### src/rtl/ssrx_pkg.sv
package ssrx_pkg;
  localparam int REG_W = 8;

  localparam logic [1:0] ADDR_CTRL = 2'd0;
  localparam logic [1:0] ADDR_DIV  = 2'd1;
  localparam logic [1:0] ADDR_STAT = 2'd2;
  localparam logic [1:0] ADDR_DATA = 2'd3;

  // Strobes from control to datapath
  typedef struct packed {
    logic rxActive;     // enabled and armed
    logic startMaster;  // launch one master-mode frame
    logic storeFrame;   // capture the completing frame
  } rxStrobes_t;
endpackage

### src/rtl/ssrx_datapath.sv
module ssrx_datapath
  import ssrx_pkg::*;
#(
  parameter int DATA_W      = 8,
  parameter int DIV_W       = 8,
  parameter int SYNC_STAGES = 2
) (
  input  logic              clk,
  input  logic              rstN,
  input  rxStrobes_t        strobes,
  input  logic              masterMode,
  input  logic [DIV_W-1:0]  divVal,
  input  logic              sclkIn,
  input  logic              selN,
  input  logic              sdIn,
  output logic              sclkOut,
  output logic              bitFirst,
  output logic              frameDone,
  output logic              masterBusy,
  output logic [DATA_W-1:0] rxData
);
  localparam int CNT_W = (DATA_W > 2) ? $clog2(DATA_W) : 1;
  localparam logic [CNT_W-1:0] LAST_BIT = CNT_W'(DATA_W - 1);

  // Input synchronisers (SYNC_STAGES >= 2)
  logic [SYNC_STAGES-1:0] sclkPipe, selPipe, sdPipe;
  logic sclkPrev;
  always_ff @(posedge clk or negedge rstN) begin
    if (!rstN) begin
      sclkPipe <= '0;
      selPipe  <= '1;
      sdPipe   <= '0;
      sclkPrev <= 1'b0;
    end else begin
      sclkPipe <= {sclkPipe[SYNC_STAGES-2:0], sclkIn};
      selPipe  <= {selPipe[SYNC_STAGES-2:0], selN};
      sdPipe   <= {sdPipe[SYNC_STAGES-2:0], sdIn};
      sclkPrev <= sclkPipe[SYNC_STAGES-1];
    end
  end

  logic sclkSync, selSync, sdSync;
  assign sclkSync = sclkPipe[SYNC_STAGES-1];
  assign selSync  = selPipe[SYNC_STAGES-1];
  assign sdSync   = sdPipe[SYNC_STAGES-1];

  // Master clock generator
  logic             mRun, mLevel, mLast;
  logic [DIV_W-1:0] mCnt;
  logic             mTurn, masterEdge, slaveEdge, bitTick;
  assign mTurn      = mRun && (mCnt == divVal);
  assign masterEdge = mTurn && !mLevel;
  assign slaveEdge  = sclkSync && !sclkPrev && !selSync;
  assign bitTick    = strobes.rxActive && (masterMode ? masterEdge : slaveEdge);

  // Bit counter and shift register
  logic [CNT_W-1:0]  bitCnt;
  logic [DATA_W-1:0] shiftReg, shiftNext;
  logic              lastBit;
  assign lastBit   = (bitCnt == LAST_BIT);
  assign shiftNext = {shiftReg[DATA_W-2:0], sdSync};
  assign bitFirst  = bitTick && (bitCnt == '0);
  assign frameDone = bitTick && lastBit;

  always_ff @(posedge clk or negedge rstN) begin
    if (!rstN) begin
      bitCnt   <= '0;
      shiftReg <= '0;
    end else if (!strobes.rxActive || (!masterMode && selSync)) begin
      bitCnt <= '0;
    end else if (bitTick) begin
      shiftReg <= shiftNext;
      bitCnt   <= lastBit ? '0 : bitCnt + 1'b1;
    end
  end

  always_ff @(posedge clk or negedge rstN) begin
    if (!rstN) rxData <= '0;
    else if (strobes.storeFrame) rxData <= shiftNext;
  end

  always_ff @(posedge clk or negedge rstN) begin
    if (!rstN) begin
      mRun   <= 1'b0;
      mLevel <= 1'b0;
      mLast  <= 1'b0;
      mCnt   <= '0;
    end else if (!strobes.rxActive || !masterMode) begin
      mRun   <= 1'b0;
      mLevel <= 1'b0;
      mLast  <= 1'b0;
      mCnt   <= '0;
    end else if (strobes.startMaster) begin
      mRun   <= 1'b1;
      mLevel <= 1'b0;
      mLast  <= 1'b0;
      mCnt   <= '0;
    end else if (mRun) begin
      if (frameDone) mLast <= 1'b1;
      if (mTurn) begin
        mCnt   <= '0;
        mLevel <= !mLevel;
        if (mLevel && mLast) mRun <= 1'b0;
      end else begin
        mCnt <= mCnt + 1'b1;
      end
    end
  end

  assign sclkOut    = mLevel;
  assign masterBusy = mRun;

  // control only stores on a completing bit
  a_r4_store_on_done: assert property (@(posedge clk) disable iff (!rstN)
    strobes.storeFrame |-> frameDone);
  // losing enable/arming empties the counter and parks the clock
  a_r11_abort_clears: assert property (@(posedge clk) disable iff (!rstN)
    !strobes.rxActive |=> (bitCnt == '0 && !sclkOut));
  // a master frame ends with the clock low
  a_r10_stop_low: assert property (@(posedge clk) disable iff (!rstN)
    $fell(mRun) |-> !mLevel);
endmodule

### src/rtl/ssrx_control.sv
module ssrx_control
  import ssrx_pkg::*;
#(
  parameter int DATA_W = 8,
  parameter int DIV_W  = 8
) (
  input  logic              clk,
  input  logic              rstN,
  input  logic [1:0]        regAddr,
  input  logic              regWrEn,
  input  logic              regRdEn,
  input  logic [REG_W-1:0]  regWrData,
  output logic [REG_W-1:0]  regRdData,
  input  logic [DATA_W-1:0] rxData,
  input  logic              bitFirst,
  input  logic              frameDone,
  input  logic              masterBusy,
  output rxStrobes_t        strobes,
  output logic              masterMode,
  output logic [DIV_W-1:0]  divVal,
  output logic              irq
);
  logic rxEn, irqEn, full, conflict, armed, startedFull, readSeen;
  logic readData, wrCtrl, wrDiv, wrStat, storeNow, conflictNow;

  assign readData = regRdEn && (regAddr == ADDR_DATA);
  assign wrCtrl   = regWrEn && (regAddr == ADDR_CTRL);
  assign wrDiv    = regWrEn && (regAddr == ADDR_DIV);
  assign wrStat   = regWrEn && (regAddr == ADDR_STAT);

  assign storeNow    = frameDone && !conflict && !startedFull;
  assign conflictNow = frameDone && !conflict && startedFull && (readSeen || readData);

  always_ff @(posedge clk or negedge rstN) begin
    if (!rstN) begin
      rxEn        <= 1'b0;
      irqEn       <= 1'b0;
      masterMode  <= 1'b0;
      divVal      <= '0;
      full        <= 1'b0;
      conflict    <= 1'b0;
      armed       <= 1'b0;
      startedFull <= 1'b0;
      readSeen    <= 1'b0;
    end else begin
      if (wrCtrl) {masterMode, irqEn, rxEn} <= regWrData[2:0];
      if (wrDiv) divVal <= regWrData[DIV_W-1:0];
      armed <= rxEn && (armed || readData);
      if (storeNow) full <= 1'b1;
      else if (readData) full <= 1'b0;
      if (conflictNow) conflict <= 1'b1;
      else if (wrStat && !regWrData[1]) conflict <= 1'b0;
      if (bitFirst) begin
        startedFull <= full;
        readSeen    <= readData;
      end else begin
        readSeen <= readSeen || readData;
      end
    end
  end

  assign strobes.rxActive    = rxEn && armed;
  assign strobes.startMaster = rxEn && armed && masterMode && !masterBusy && !full;
  assign strobes.storeFrame  = storeNow;
  assign irq = full && irqEn;

  always_comb begin
    case (regAddr)
      ADDR_CTRL: regRdData = REG_W'({masterMode, irqEn, rxEn});
      ADDR_DIV:  regRdData = REG_W'(divVal);
      ADDR_STAT: regRdData = REG_W'({conflict, full});
      default:   regRdData = REG_W'(rxData);
    endcase
  end

  // a read with no completing frame leaves the register empty
  a_r6_read_clears: assert property (@(posedge clk) disable iff (!rstN)
    (readData && !frameDone) |=> !full);
  // conflict persists until written with bit1 low
  a_r9_conflict_holds: assert property (@(posedge clk) disable iff (!rstN)
    (conflict && !(wrStat && !regWrData[1])) |=> conflict);
endmodule

### src/rtl/sync_serial_rx.sv
module sync_serial_rx
  import ssrx_pkg::*;
#(
  parameter int DATA_W      = 8,
  parameter int DIV_W       = 8,
  parameter int SYNC_STAGES = 2
) (
  input  logic       clk,
  input  logic       rstN,
  input  logic [1:0] regAddr,
  input  logic       regWrEn,
  input  logic       regRdEn,
  input  logic [7:0] regWrData,
  output logic [7:0] regRdData,
  input  logic       sclkIn,
  input  logic       selN,
  input  logic       sdIn,
  output logic       sclkOut,
  output logic       irq
);
  rxStrobes_t        strobes;
  logic              masterMode, bitFirst, frameDone, masterBusy;
  logic [DIV_W-1:0]  divVal;
  logic [DATA_W-1:0] rxData;

  ssrx_control #(.DATA_W(DATA_W), .DIV_W(DIV_W)) uCtl (
    .clk(clk), .rstN(rstN), .regAddr(regAddr), .regWrEn(regWrEn),
    .regRdEn(regRdEn), .regWrData(regWrData), .regRdData(regRdData),
    .rxData(rxData), .bitFirst(bitFirst), .frameDone(frameDone),
    .masterBusy(masterBusy), .strobes(strobes), .masterMode(masterMode),
    .divVal(divVal), .irq(irq)
  );

  ssrx_datapath #(.DATA_W(DATA_W), .DIV_W(DIV_W), .SYNC_STAGES(SYNC_STAGES)) uDp (
    .clk(clk), .rstN(rstN), .strobes(strobes), .masterMode(masterMode),
    .divVal(divVal), .sclkIn(sclkIn), .selN(selN), .sdIn(sdIn),
    .sclkOut(sclkOut), .bitFirst(bitFirst), .frameDone(frameDone),
    .masterBusy(masterBusy), .rxData(rxData)
  );
endmodule

### config.mk
export PLATFORM = sky130hd
export DESIGN_NAME = sync_serial_rx
export DESIGN_NICKNAME = d
export VERILOG_FILES = /design/src/rtl/ssrx_pkg.sv /design/src/rtl/ssrx_datapath.sv /design/src/rtl/ssrx_control.sv /design/src/rtl/sync_serial_rx.sv
export SDC_FILE = /design/constraint.sdc
export NUM_CORES = 1
export LEC_CHECK = 0
export BUFFER_PORTS_ARGS = -buffer_cell sky130_fd_sc_hd__buf_2
export CAP_MARGIN = 20
export CORE_MARGIN = 10
export CORE_UTILIZATION = 40
export CTS_CLUSTER_DIAMETER = 60
export DETAILED_ROUTE_END_ITERATION = 6
export MAX_ROUTING_LAYER = met4
export SYNTH_ARGS = -nofsm -noshare
export SYNTH_HDL_FRONTEND = slang
export SYNTH_SLANG_ARGS = --single-unit
### constraint.sdc
create_clock -name clk -period 2 [get_ports clk]
set_clock_uncertainty 0.05 [all_clocks]
set_input_delay 0.4 -clock clk [delete_from_list [all_inputs] [get_ports clk]]
set_output_delay 0.4 -clock clk [all_outputs]
set_load 0.02 [all_outputs]
### Word-level counts from Yosys, hierarchy flattened

Cells that the tools add are included.

| word-level totals | value |
|---|---|
| register bits after elaboration | 52 |
| latch bits | 0 |
| memory bits (writable) | 0 |
| memory bits (read-only) | 0 |
| input bits | 17 |
| output and inout bits | 10 |
| memories kept | 0 |

| cells by class | value |
|---|---|
| add/subtract/negate cells | 2 |
| multiply operators | 0 |
| divide/modulo/power cells | 0 |
| magnitude comparators | 0 |
| equal/unequal tests | 5 |
| shifts and indexed selects | 0 |
| mux-type cells | 27 |
| bitwise logic cells | 1 |
| reduce and logical (&&, ||, !) cells | 49 |

Operators by type and width:

| operator | count |
|---|---|
| 2-to-1 mux 8 bit | 4 |
| logical AND 1 bit | 24 |
| case mux 8 bit (3 select lines) | 1 |
| 2-to-1 mux 1 bit | 19 |
| zero test 1 bit | 10 |
| 2-to-1 mux 3 bit | 3 |
| nonzero test 3 bit | 3 |
| adder 8 x 1 -> 8 bit (second input constant) | 1 |
| equality test 8 bit | 1 |
| AND reduction 2 bit | 3 |
| nonzero test 2 bit | 3 |
| equality test 2 bit (second input constant) | 2 |
| logical OR 1 bit | 4 |
| adder 3 x 1 -> 3 bit (second input constant) | 1 |
| equality test 3 bit (second input constant) | 1 |
| zero test 3 bit | 1 |
| equality test 2 x 1 -> 1 bit (second input constant) | 1 |
| zero test 2 bit | 1 |
| NOT 1 bit | 1 |

### Longest topological paths before layout

Gate-level depths: netlist of the first run.

| logic depth | value |
|---|---|
| depth in word-level cells | 10 |
| gate-level depth with buffers | 6 |

### Cells and area by module

From an unflattened synthesis of the first run, not the netlist that was laid out.

| unflattened totals | value |
|---|---|
| cell total of the unflattened synthesis | 195 |
| area total of the unflattened synthesis | 2504.9 um^2 |

By module, submodules not included:

| module | instances | cells each | area an instance (um^2) |
|---|---|---|---|
| ssrx_datapath | 1 | 130 | 1622.8 |
| ssrx_control | 1 | 65 | 882.1 |

### Worst setup path before layout of the first run

Ideal clock, no wire load.

| path | value |
|---|---|
| kind | register -> register |
| start point | reg uDp.bitCnt[0] |
| end point | reg uDp.rxData[0] |
| library setup time | 0.125 ns |
| arrival time | 1.792 ns |
| path slack | 0.034 ns |
| cell stages (with the launch flop) | 7 |
| path buffers | 0 |
| clock period less this slack | 1.966 ns |
| cell sequence | dfrtp_1 ha_1 ha_1 nor3b_1 nor2b_1 a31oi_2 mux2_2 |

| between the ends | value |
|---|---|
| longest elaborated chain between the ends | 4 |

RTL lines:

| item | line | RTL |
|---|---|---|
| from (decl) | ssrx_datapath.sv:57 | `logic [CNT_W-1:0] bitCnt;` |
| from (signal assigned) | ssrx_datapath.sv:73 | `bitCnt <= lastBit ? '0 : bitCnt + 1'b1;` |
| equality test 3 bit | ssrx_datapath.sv:60 | `assign lastBit = (bitCnt == LAST_BIT);` |
| logical AND 1 bit | ssrx_datapath.sv:63 | `assign frameDone = bitTick && lastBit;` |
| logical AND 1 bit (2 in series) | ssrx_control.sv:31 | `assign storeNow = frameDone && !conflict && !startedFull;` |
| to (signal assigned) | ssrx_datapath.sv:79 | `else if (strobes.storeFrame) rxData <= shiftNext;` |
| to (decl) | ssrx_datapath.sv:20 | `output logic [DATA_W-1:0] rxData` |

No other way between the ends.
A chain may end at the register's enable or synchronous reset.

### Final worst setup path of the first run

| path | value |
|---|---|
| start point | reg uDp.bitCnt[1] |
| end point | reg uDp.rxData[3] |

Same word-level chain as after synthesis.

==> flow_summary.yaml, run 1 <==
critical_path:
  critPathRequiredTime_ps: 2140
  crit_start: "uDp.bitCnt[1]$_DFFE_PN0P_"
  reg2regPathDepth: 7
  r2r_end: "uDp.rxData[3]$_DFFE_PN0P_"
  rrSetupSlack_ps: 70
  worstSetupEndpointType: "flip-flop"
  crit_fanout: 9
  critical_path_class: "reg -> reg"
  crit_end: "uDp.rxData[3]$_DFFE_PN0P_"
  r2r_start: "uDp.bitCnt[1]$_DFFE_PN0P_"
  arrival_ps: 2070
  start_kind: "flip-flop"
cts:
  cts_made_buffers: 5
  cts_tree: "done"
  clk_latency_ps: 300
  root_buffer: "clkbuf_8"
  clk_path_buf_depth: 2
  clock_sinks: 52
  htree_levels: 2
  clk_pin_slew_ps: 90
final_layout:
  regArea_sq_mm: 0.00130
  antenna_cells: 0
  drive_above_1_share_pct: 35.7
  fin_cells: 316
  syn2layout_area_growth_pct: 19.5
  nNetsFinal: 261
  mostFrequentLayoutCell: "dfrtp_1"
  nFillCells: 551
  layout_common_cells: "50 x dfrtp_1, 27 x mux2_2, 26 x buf_2"
  finish.utilization_pct: 49.2
  multi_input_area_sq_mm: 0.00111
global_routing:
  grt_max_degree: 35
  grt_pass1_wl_microns: 8430
  grt_overflow: 0
  track_usage_pct: 10.7
  grt_pass1_vias: 1723
  antenna_found_initial: 0
die:
  fp.dieW_microns: 98.0
  die_y_microns: 98.0
  ioPinCount: 27
  core_sq_mm: 0.00592
  initial_core_util_pct: 41.1
  dieArea_sq_mm: 0.00961
  std_cell_rows: 28
placed_design:
  numPortBuffers: 26
  dp_slack_ps: -104
  gp_congestion: 0.815
  dp.cells: 305
  dp_hpwl_microns: 3840
job:
  max_cap_violations: 0
power:
  p_leak_nw: 1.32
  power.density_mw_per_mm2: 734
  ir_drop_mv: 0.467
routing:
  routedWlPerCell_microns: 15.5
  top_layer: "met4"
  post-route-drc-count: 0
  vias: 1669
  wl_met3_microns: 130
  drt_pre_antenna_iters: 4
  postRouteAntennaNets: 0
  dr.first_iter.drc_count: 70
  routed_wl_microns: 4910
  drt-vias-per-instance: 5.28
  met2WireLength_microns: 2380
  wl_met1_microns: 2370
status:
  outcome: "finished clean"
timing:
  worst_slack_ps: 70.7
  worst_pin_slew_ps: 464
  fin_crit_sh_pct: 96.5
  setup_viol: 0
  fin_tns_setup_ps: 0
  slew_violations: 0
  min_period_ps: 1930
  fmax_mhz: 518
  worst_slew_margin_rel_pct: 69.1
  hold_violations: 0
synth:
  synth.top_cell.area_share_pct: 51.4
  synth-edff-count: 0
  syn_nets: 218
  async_flop_share_pct: 100
  synth_cell_types: 41
  yosysSeqAreaShare_pct: 53.5
  synth_area_leaders: "dfrtp_1 51%, mux2_2 12%, xnor2_1 3.2%, mux2i_1 2.5%, nand3_1 2.3%"
  synth_flop_cell: "dfrtp_1"
  ys_ff_latch: 52
  netlist_instances: 197
  yosysTopAreaCell: "dfrtp_1"
  yosysWarningCount: 0
  netlist_area_sq_mm: 0.00243
  avgSynthCellArea_sq_um: 12.4
worst_hold_path:
  hp-class: "in -> reg"
## area by class of cell
type / instances / area share (%)
Clock inverter: 2 / 1.33
Multi-Input combinational cell: 135 / 38.2
Tap cell: 75 / 3.22
Clock buffer: 6 / 2.49
Inverter: 5 / 0.645
Timing Repair Buffer: 41 / 9.29
Sequential cell: 52 / 44.8
## worst max-delay path, cell delays in order (launching register included)
cell	delay [ps]
dfrtp_1	410
ha_1	190
ha_1	190
nor3b_2	180
nor2b_1	160
a31oi_4	170
buf_12	150
mux2_2	330
## per-stage QoR
step / hold slack [ps] / power (W) / instance area (sq um)
final: 139 / 0.00214 / 2910
after detailed placement: 292 / 0.00143 / 2730
after CTS: 131 / 0.00216 / 2860
after floorplan: 54.4 / 0.00133 / 2430
after global routing: 128 / 0.00223 / 2910
after global placement: 284 / 0.00143 / 2730
## power breakdown
part           total, W  switching (W)  internal [W]
registers       0.00117      0.0000604       0.00111
logic          0.000246       0.000124      0.000122
clock network  0.000723       0.000344      0.000378
## per-layer routing
layer | GRT usage, % | vias up
met5 | - | -
met2 | 16.4 | 29
met1 | 13.9 | 847
li1 | - | 789
met4 | 2.68 | 0
met3 | 2.47 | 4
## state kept, by name (all words and copies together), names as in the netlist, 2 cells and up
name and flops:
uCtl.divVal 8, uDp.bitCnt 3, uDp.mCnt 8, uDp.rxData 8, uDp.sclkPipe 2, uDp.sdPipe 2, uDp.selPipe 2, uDp.shiftReg 7
## synthesized netlist by cell type (2+ instances only)
cell type and number:
dfrtp_1 50, xor2_1 5, ha_1 4, mux2i_1 6
o21ai_0 4, nor2b_1 7, xnor2_1 9, clkbuf_1 3
nand3_1 11, mux4_2 2, o2bb2ai_1 3, or2_2 2
mux2_2 27, nor2_1 11, nand4_1 7, o211ai_1 2
nor3b_1 3, nand2_1 8, inv_1 5, a21oi_1 4
dfstp_2 2, nand3b_1 2, and3_1 2
## kinds of logic after synthesis
group | Yosys count | synth area share (%)
flip-flops | 52 | 53.5
AND/OR/NAND/NOR | 62 | 14.8
adder cells (fa/ha/maj) | 4 | 2.06
AO/OA/AOI/OAI | 20 | 5.81
buffers and inverters | 10 | 1.95
multiplexers | 35 | 16.8
XOR/XNOR | 14 | 5.04
## timing repair
item	CTS	global route
buffers inserted	0	2
endpoints found under the hold margin	16	0
setup endpoints to repair	8	20
gates resized for setup	1	3
pin swaps	0	1
hold buffers	1	0
## how the worst min path moves through the flow
stage	cells past startpoint	from	slack, ps	endpoint
2_1_floorplan	0	rstN	50	uCtl.armed$_DFF_PN0_
3_3_place_gp	0	uDp.sclkPipe[0]$_DFF_PN0_	280	uDp.sclkPipe[1]$_DFF_PN0_
3_5_place_dp	0	uDp.sclkPipe[0]$_DFF_PN0_	290	uDp.sclkPipe[1]$_DFF_PN0_
6_report	1	selN	140	uDp.selPipe[0]$_DFF_PN1_
5_1_grt	1	selN	130	uDp.selPipe[0]$_DFF_PN1_
4_1_cts	1	selN	130	uDp.selPipe[0]$_DFF_PN1_
Power figures use the tool's default switching activity.
==> inputs of run 2 (changes only) <==
CTS_BUF_LIST = sky130_fd_sc_hd__clkbuf_8   (was not set)
==> flow_summary.yaml, run 2 (synthesis results as in run 1) <==
critical_path:
  cp_num_buf_inv: 1
  rrSetupSlack_ps: 70
  crit_chain: "ha_1, ha_1, nor3b_2, nor2b_1, a31oi_4, buf_12, mux2_2"
  critical_path_class: "reg -> reg"
  cpLargestDelayFamily: "flip-flops"
  arrival_ps: 2070
  max_stage_delay_ps: 410
  crit_fanout: 9
  critPathRequiredTime_ps: 2140
  cp_common_cell: "ha_1"
  cp_slowest_cell: "dfrtp_1"
  worstSetupEndpointType: "flip-flop"
  start_kind: "flip-flop"
job:
  max_cap_violations: 0
routing:
  routed_wl_microns: 4920
  dr.first_iter.drc_count: 73
  drt-vias-per-instance: 5.27
  post-route-drc-count: 0
  vias: 1665
  postRouteAntennaNets: 0
  drt_pre_antenna_iters: 4
  routedWlPerCell_microns: 15.6
global_routing:
  grt_pass1_wl_microns: 8430
  antenna_found_initial: 0
  grt_pass1_vias: 1723
  grt_overflow: 0
  track_usage_pct: 10.7
  grt_max_degree: 35
power:
  power.density_mw_per_mm2: 733
  p_leak_nw: 1.32
  ir_drop_mv: 0.468
cts:
  root_buffer: "clkbuf_8"
  cts_made_buffers: 5
  clock_sinks: 52
  clk_latency_ps: 300
  htree_levels: 2
  clk_pin_slew_ps: 90
  clk_path_buf_depth: 2
  cts_tree: "done"
placed_design:
  dp_slack_ps: -104
  dp_hpwl_microns: 3840
  numPortBuffers: 26
  dp.cells: 305
  place_area_sq_mm: 0.00273
  gp_congestion: 0.815
timing:
  min_period_ps: 1930
  worst_pin_slew_ps: 464
  fin_crit_sh_pct: 96.4
  setup_viol: 0
  worst_slack_ps: 71.6
  worst_slew_margin_rel_pct: 69.1
  slew_violations: 0
  fmax_mhz: 519
  hold_violations: 0
  hold_slack_ps: 139
final_layout:
  nFillCells: 551
  mostFrequentLayoutCell: "dfrtp_1"
  nNetsFinal: 261
  syn2layout_area_growth_pct: 19.5
  reg_top3: "uCtl.divVal (8), uDp.mCnt (8), uDp.rxData (8)"
  antenna_cells: 0
  design_area_sq_mm: 0.00291
  finish.utilization_pct: 49.2
  fin_cells: 316
  drive_above_1_share_pct: 35.7
  layout_common_cells: "50 x dfrtp_1, 27 x mux2_2, 26 x buf_2"
die:
  dieArea_sq_mm: 0.00961
  core_sq_mm: 0.00592
  std_cell_rows: 28
  initial_core_util_pct: 41.1
  fp.dieW_microns: 98.0
  die_y_microns: 98.0
  ioPinCount: 27
status:
  outcome: "finished clean"
worst_hold_path:
  hp-class: "in -> reg"
==> run 2: cell types whose count changed in the layout (fill, tap and decap cells not counted), sizes merged <==
cell / before / now
clkbuf: 6 / 5
inv: 6 / 7
==> run 2: final cells by class <==
| class | count | area, sq um | area share, % |
|---|---|---|---|
| Clock buffer | 5 | 68.8 | 2.36 |
| Timing Repair Buffer | 41 | 270 | 9.29 |
| Tap cell | 75 | 93.8 | 3.22 |
| Inverter | 5 | 18.8 | 0.645 |
| Multi-Input combinational cell | 135 | 1110 | 38.2 |
| Clock inverter | 3 | 42.5 | 1.46 |
| Sequential cell | 52 | 1300 | 44.8 |
==> run 2: worst reg2reg max path, stage by stage, from the launching register on <==
cell     delay, ps
dfrtp_1        410
ha_1           190
ha_1           190
nor3b_2        180
nor2b_1        160
a31oi_4        170
buf_12         150
mux2_2         330
==> run 2: repair_timing <==
action	4_1_cts	5_1_grt
gates resized for setup	1	3
buffers inserted	0	2
pin swaps	0	1
endpoints found under the setup margin	8	20
hold endpoints to repair	16	0
hold buffers	1	0
==> run 2: where the power goes <==
part / total [W] / leakage [nW] / internal [W] / switching (W)
combinational: 0.000246 / 0.585 / 0.000122 / 0.000124
clock: 0.000718 / 0.0599 / 0.000373 / 0.000345
sequential: 0.00117 / 0.679 / 0.00111 / 0.0000602
==> run 2: path summary, 6_finish.rpt <==
kind | start | end | depth (start not counted)
max in group asynchronous | rstN | uDp.masterBusy$_DFF_PN0_ | 3
min reg2reg | uDp.sclkPipe[0]$_DFF_PN0_ | uDp.sclkPipe[1]$_DFF_PN0_ | 0
max | uDp.bitCnt[1]$_DFFE_PN0P_ | uDp.rxData[3]$_DFFE_PN0P_ | 7
min in group asynchronous | rstN | uDp.sclkPipe[0]$_DFF_PN0_ | 2
min | selN | uDp.selPipe[0]$_DFF_PN1_ | 1
max reg2reg | uDp.bitCnt[1]$_DFFE_PN0P_ | uDp.rxData[3]$_DFFE_PN0P_ | 7
==> run 2: through the flow <==
| step | power (W) | setup TNS, ps |
|---|---|---|
| global route | 0.00223 | -2.49 |
| global placement | 0.00143 | -633 |
| finish | 0.00213 | 0 |
| CTS | 0.00215 | 0 |
| floorplan | 0.00133 | 0 |
| detailed placement | 0.00143 | -781 |
==> run 2: routing by layer <==
metal  track usage, %  wire length [microns]  vias up
met3             2.47                    110        4
met4             2.68                     34        0
li1                 -                      -      789
met1             13.9                   2390      847
met2             16.4                   2380       25
met5                -                      0        -
